<file path="config.mk">
export PLATFORM = sky130hd
export DESIGN_NAME = turnfree_sram
export DESIGN_NICKNAME = d
export VERILOG_FILES = /design/src/rtl/turnfree_pkg.sv /design/src/rtl/turnfree_ctrl.sv /design/src/rtl/turnfree_array.sv /design/src/rtl/turnfree_sram.sv
export SDC_FILE = /design/constraint.sdc
export NUM_CORES = 1
export LEC_CHECK = 0
export BUFFER_PORTS_ARGS = -buffer_cell sky130_fd_sc_hd__clkbuf_2
export CORE_UTILIZATION = 40
export CTS_BUF_LIST = sky130_fd_sc_hd__clkbuf_16
export DETAILED_ROUTE_END_ITERATION = 7
export PLACE_DENSITY = 0.63
export SLEW_MARGIN = 20
export SYNTH_ARGS = -nofsm -noshare
export SYNTH_HDL_FRONTEND = slang
export SYNTH_SLANG_ARGS = --single-unit
</file>
<file path="constraint.sdc">
create_clock -name clk -period 1.8 [get_ports clk]
set_input_delay 0.27 -clock clk [delete_from_list [all_inputs] [get_ports clk]]
set_output_delay 0.27 -clock clk [all_outputs]
set_load 0.02 [all_outputs]
</file>
<file path="src/rtl/turnfree_pkg.sv">
package turnfree_pkg;
  typedef enum logic {
    OP_RD = 1'b0,
    OP_WR = 1'b1
  } op_e;

  localparam int unsigned GROUP_WORDS = 4;
endpackage

</file>
<file path="src/rtl/turnfree_ctrl.sv">
module turnfree_ctrl
  import turnfree_pkg::*;
#(
  parameter int unsigned AW    = 4,
  parameter int unsigned LANES = 4
) (
  input  logic             clk,
  input  logic             rst_n,
  input  logic             cke_n,
  input  logic             sel0_n,
  input  logic             sel1,
  input  logic             sel2_n,
  input  logic             burst_next,
  input  logic             wr_n,
  input  logic [AW-1:0]    addr,
  input  logic [LANES-1:0] lane_we_n,
  output logic             pend_valid,
  output op_e              pend_op,
  output logic [AW-1:0]    pend_addr,
  output logic [LANES-1:0] pend_be
);
  localparam logic [AW-1:0] GROUP_MASK = AW'(GROUP_WORDS - 1);

  logic          selected;
  logic [AW-1:0] step_addr;

  assign selected  = !sel0_n && sel1 && !sel2_n;
  assign step_addr = (pend_addr & ~GROUP_MASK) | ((pend_addr + AW'(1)) & GROUP_MASK);

  always_ff @(posedge clk) begin
    if (!rst_n) begin
      pend_valid <= 1'b0;
      pend_op    <= OP_RD;
      pend_addr  <= '0;
      pend_be    <= '0;
    end else if (!cke_n) begin
      if (!burst_next) begin
        pend_valid <= selected;
        if (selected) begin
          pend_op   <= wr_n ? OP_RD : OP_WR;
          pend_addr <= addr;
          pend_be   <= ~lane_we_n;
        end
      end else if (pend_valid) begin
        pend_addr <= step_addr;
        pend_be   <= ~lane_we_n;
      end
    end
  end

  AST_HOLD_ON_SUSPEND: assert property (@(posedge clk) disable iff (!rst_n)
    cke_n |=> ($stable(pend_addr) && $stable(pend_valid) && $stable(pend_op)));

  AST_DESELECT_IDLE: assert property (@(posedge clk) disable iff (!rst_n)
    (!cke_n && !burst_next && (sel0_n || !sel1 || sel2_n)) |=> !pend_valid);

  AST_BURST_STEP: assert property (@(posedge clk) disable iff (!rst_n)
    (!cke_n && burst_next && pend_valid) |=>
      (pend_addr[1:0] == $past(pend_addr[1:0]) + 2'd1) && $stable(pend_op));
endmodule

</file>
<file path="src/rtl/turnfree_array.sv">
module turnfree_array #(
  parameter int unsigned LANES  = 4,
  parameter int unsigned LANE_W = 9,
  parameter int unsigned DEPTH  = 16,
  parameter int unsigned AW     = 4
) (
  input  logic                    clk,
  input  logic                    wr_en,
  input  logic [AW-1:0]           wr_addr,
  input  logic [LANES-1:0]        wr_be,
  input  logic [LANES*LANE_W-1:0] wr_data,
  input  logic [AW-1:0]           rd_addr,
  output logic [LANES*LANE_W-1:0] rd_data
);
  for (genvar g = 0; g < LANES; g++) begin : g_lane
    logic [LANE_W-1:0] cells [DEPTH];

    always_ff @(posedge clk) begin
      if (wr_en && wr_be[g]) begin
        cells[wr_addr] <= wr_data[g*LANE_W +: LANE_W];
      end
    end

    assign rd_data[g*LANE_W +: LANE_W] = cells[rd_addr];
  end
endmodule

</file>
<file path="src/rtl/turnfree_sram.sv">
module turnfree_sram
  import turnfree_pkg::*;
#(
  parameter int unsigned LANES  = 4,
  parameter int unsigned LANE_W = 9,
  parameter int unsigned DEPTH  = 16,
  localparam int unsigned AW    = $clog2(DEPTH),
  localparam int unsigned W     = LANES * LANE_W
) (
  input  logic             clk,
  input  logic             rst_n,
  input  logic             cke_n,
  input  logic             sel0_n,
  input  logic             sel1,
  input  logic             sel2_n,
  input  logic             burst_next,
  input  logic             wr_n,
  input  logic [AW-1:0]    addr,
  input  logic [LANES-1:0] lane_we_n,
  input  logic             oe_n,
  input  logic [W-1:0]     dq_in,
  output logic [W-1:0]     dq_out,
  output logic             dq_oe
);
  logic             pend_valid;
  op_e              pend_op;
  logic [AW-1:0]    pend_addr;
  logic [LANES-1:0] pend_be;
  logic             commit_wr;

  turnfree_ctrl #(.AW(AW), .LANES(LANES)) u_ctrl (
    .clk        (clk),
    .rst_n      (rst_n),
    .cke_n      (cke_n),
    .sel0_n     (sel0_n),
    .sel1       (sel1),
    .sel2_n     (sel2_n),
    .burst_next (burst_next),
    .wr_n       (wr_n),
    .addr       (addr),
    .lane_we_n  (lane_we_n),
    .pend_valid (pend_valid),
    .pend_op    (pend_op),
    .pend_addr  (pend_addr),
    .pend_be    (pend_be)
  );

  assign commit_wr = !cke_n && pend_valid && (pend_op == OP_WR);

  turnfree_array #(.LANES(LANES), .LANE_W(LANE_W), .DEPTH(DEPTH), .AW(AW)) u_array (
    .clk     (clk),
    .wr_en   (commit_wr),
    .wr_addr (pend_addr),
    .wr_be   (pend_be),
    .wr_data (dq_in),
    .rd_addr (pend_addr),
    .rd_data (dq_out)
  );

  assign dq_oe = pend_valid && (pend_op == OP_RD) && !oe_n;

  AST_WRITE_NO_DRIVE: assert property (@(posedge clk) disable iff (!rst_n)
    (!cke_n && !burst_next && !sel0_n && sel1 && !sel2_n && !wr_n) |=> !dq_oe);

  AST_DESELECT_NO_DRIVE: assert property (@(posedge clk) disable iff (!rst_n)
    (!cke_n && !burst_next && sel0_n) |=> !dq_oe);
endmodule

</file>
==> impl_metrics.csv <==
group,metric,value,unit
run_status,status,"finished with violations",
run_status,violations,"negative setup slack",
timing,fin_skew,0.0215,ns
route,dr.pass1.iters,5,
clock_network,clk_latency,0.62,ns
logic_synthesis,synth_edf_count,576,
die,core_region_area,55300,sq um
power,vdd_drop_max,0.714,mV
final_layout,final_area,27800,sq um
worst_setup_path,critical_path_required,1.53,ns
clock_network,cts_buffers,57,
route,drcViolationCount,0,
logic_synthesis,ys_ff_latch,590,
final_layout,diodes,0,
timing,fmax,371,MHz
timing,fin_hold_ws,0.0523,ns
clock_network,numClockSinks,590,
logic_synthesis,yosysTopAreaCell,"edfxtp_1",
timing,rsz0062_at_grt,"true",
route,ant_nets,0,
logic_synthesis,yosys_warnings,0,
worst_setup_path,startpoint_type,"flop",
clock_network,cts_tree,"yes",
final_layout,final_cell_mix,"edfxtp_1 (576), mux4_2 (144), buf_4 (79)",
final_layout,area_growth,23.7,%
route,drt-initial-drc-count,1067,
clock_network,cts-root-buf,"clkbuf_16",
final_layout,stdcell_count,2066,
die,ioPinCount,90,
final_layout,layout_commonest_cell,"edfxtp_1",
power,p_leak,8.75,nW
place,place_inst,1947,
timing,setup_slack,-0.893,ns
job,cap_violations,0,
timing,hold_viol,0,
place,placed_area,25400,sq um
grt,grt_max_degree,23,
die,num_rows,86,
die,die-area,57200,sq um
logic_synthesis,seq_area_frac_synth,78.2,%
final_layout,drive_above_1_share,42.9,%
logic_synthesis,synth_cell_type_count,31,
route,wirelength,51.3,mm
grt,antenna_found_initial,6,
power,powerDensity,971,nW/um^2
final_layout,final.fill_count,4426,
die,initial_core_util,40.7,%
timing,tightestPinTransition,0.571,ns
timing,slew_headroom,61.8,%
logic_synthesis,synth_top_area_share,76.9,%
logic_synthesis,ys_async_sr_fraction,0,%
worst_hold_path,hold_class,"in -> reg",
clock_network,h-tree-depth,2,
logic_synthesis,synthCells,1035,
worst_setup_path,critical_path.max_fanout,6,
route,via_per_inst,5.36,
die,die_h,239,um
grt,grt.total_usage,18.1,%
worst_setup_path,cp.arrival,2.42,ns
timing,period_needed,2.69,ns
place,numPortBuffers,89,
clock_network,clockBufferDepth,3,
timing,setup_tns,-30.35,ns
route,num_vias,11100,
logic_synthesis,syn_area_per_cell,21.7,sq um
grt,grt_pass1_vias,11400,
timing,setup_viol_count_final,36,
timing,finalCritPeriodShare,150,%
logic_synthesis,synthTopCellsByArea,"edfxtp_1 (77%), mux4_2 (14%), a22oi_1 (2.4%), dfxtp_1 (1.2%), nor2_1 (1.1%)",
place,hpwl,31.3,mm
timing,final_max_slew_viol_count,0,
route,avgRoutedWirePerCell,24.8,um
clock_network,clkTransAtPathRegs,0.06,ns
logic_synthesis,synth_ff_type,"edfxtp_1",
place,place_congestion,0.749,
final_layout,layout.nets,1338,
logic_synthesis,syn-cell-area,22500,sq um
die,fp.dieW,239,um
grt,grt_overflow,0,
worst_setup_path,cp-end-kind,"output pin",
grt,grt_pass1_wl,74.6,mm
worst_setup_path,critPathKind,"reg -> out",
logic_synthesis,synth_nets,1092,
-- state kept, by name, indices dropped and copies added (netlist names), named ones only --
signal / cells
u_array.g_lane.cells: 576
u_ctrl.pend_addr: 4
u_ctrl.pend_be: 4
u_ctrl.pend_op: 1
u_ctrl.pend_valid: 1
-- cell usage after synthesis (2+ instances only) --
cell / instances
a21boi_0: 2
a21oi_1: 3
a22oi_1: 72
a31oi_1: 2
and3_1: 2
buf_1: 2
buf_2: 17
buf_6: 7
clkbuf_1: 26
dfxtp_1: 14
edfxtp_1: 576
ha_1: 4
inv_1: 3
mux2i_1: 6
mux4_2: 144
nand2_1: 58
nand2b_1: 5
nand3_1: 6
nor2_1: 67
nor2b_1: 4
nor3b_1: 2
o21a_1: 4
-- critical path, stage by stage (launching register included) --
cell	delay [ns]
dfxtp_4	0.38
buf_4	0.17
clkbuf_16	0.18
buf_6	0.13
mux4_2	0.52
a22oi_2	0.21
nand2_2	0.06
clkbuf_2	0.15
-- per-layer routing --
metal	share of wire (%)	track usage (%)	routed length, um
met1	42	24.7	21800
met5	0.13	0	66
met3	6.0	3.38	3080
met2	49	29.5	25200
met4	2.2	5.73	1150
-- where the power goes --
| group | switching [mW] | internal, mW | total [mW] |
|---|---|---|---|
| clock | 4.92 | 6.09 | 11.0 |
| combinational | 0.511 | 0.423 | 0.935 |
| sequential | 0.00917 | 15.1 | 15.1 |
| total | 5.44 | 21.6 | 27.0 |
-- cells by family (layout without fill, tap and decap cells) --
group	count (synthesis)	count (layout)	synth area share, %
compound gates	87	87	2.89
fa+ha+maj	4	4	0.223
buf+inv	55	338	1.25
simple gates	149	149	2.79
mux	150	150	14.7
flops	590	590	78.2
-- stage by stage --
step	util [%]	worst slack, ns	total power, mW
floorplan	-	0.00447	15.8
global placement	45.9	-0.306	16.2
detailed placement	45.9	-0.303	16.2
CTS	49.8	-0.939	27.2
global route	50.3	-0.975	27.7
finish	50.3	-0.893	27.0
-- timing repair --
item	CTS	global route
setup endpoints to repair	37	203
resized for setup	74	46
gates cloned	0	4
pin swaps	10	8
hold buffers	6	0
hold endpoints to repair	7	0
buffers inserted	6	9
-- final timing paths --
kind / cells after the start / slack (ns) / startpoint / end
max: 7 / -0.89 / flop / dq_out[28]
min: 3 / 0.05 / addr[1] / u_ctrl.pend_addr[1]
max reg2reg: 4 / 0.09 / u_ctrl.pend_addr[0] / u_array.g_lane[0].cells[13][3]
min reg2reg: 2 / 0.47 / u_ctrl.pend_be[0] / u_ctrl.pend_be[0]
-- layout make-up --
cell class	count	area (sq um)	area share [%]
clock buffers	58	1450	5.22
well taps	748	936	3.36
repair buffers	239	2490	8.95
flip-flops and latches	590	17600	63.2
inverters	3	11.3	0.0405
clock inverters	38	251	0.904
multi-input cells	390	5090	18.3
Power figures use the tool's default switching activity.
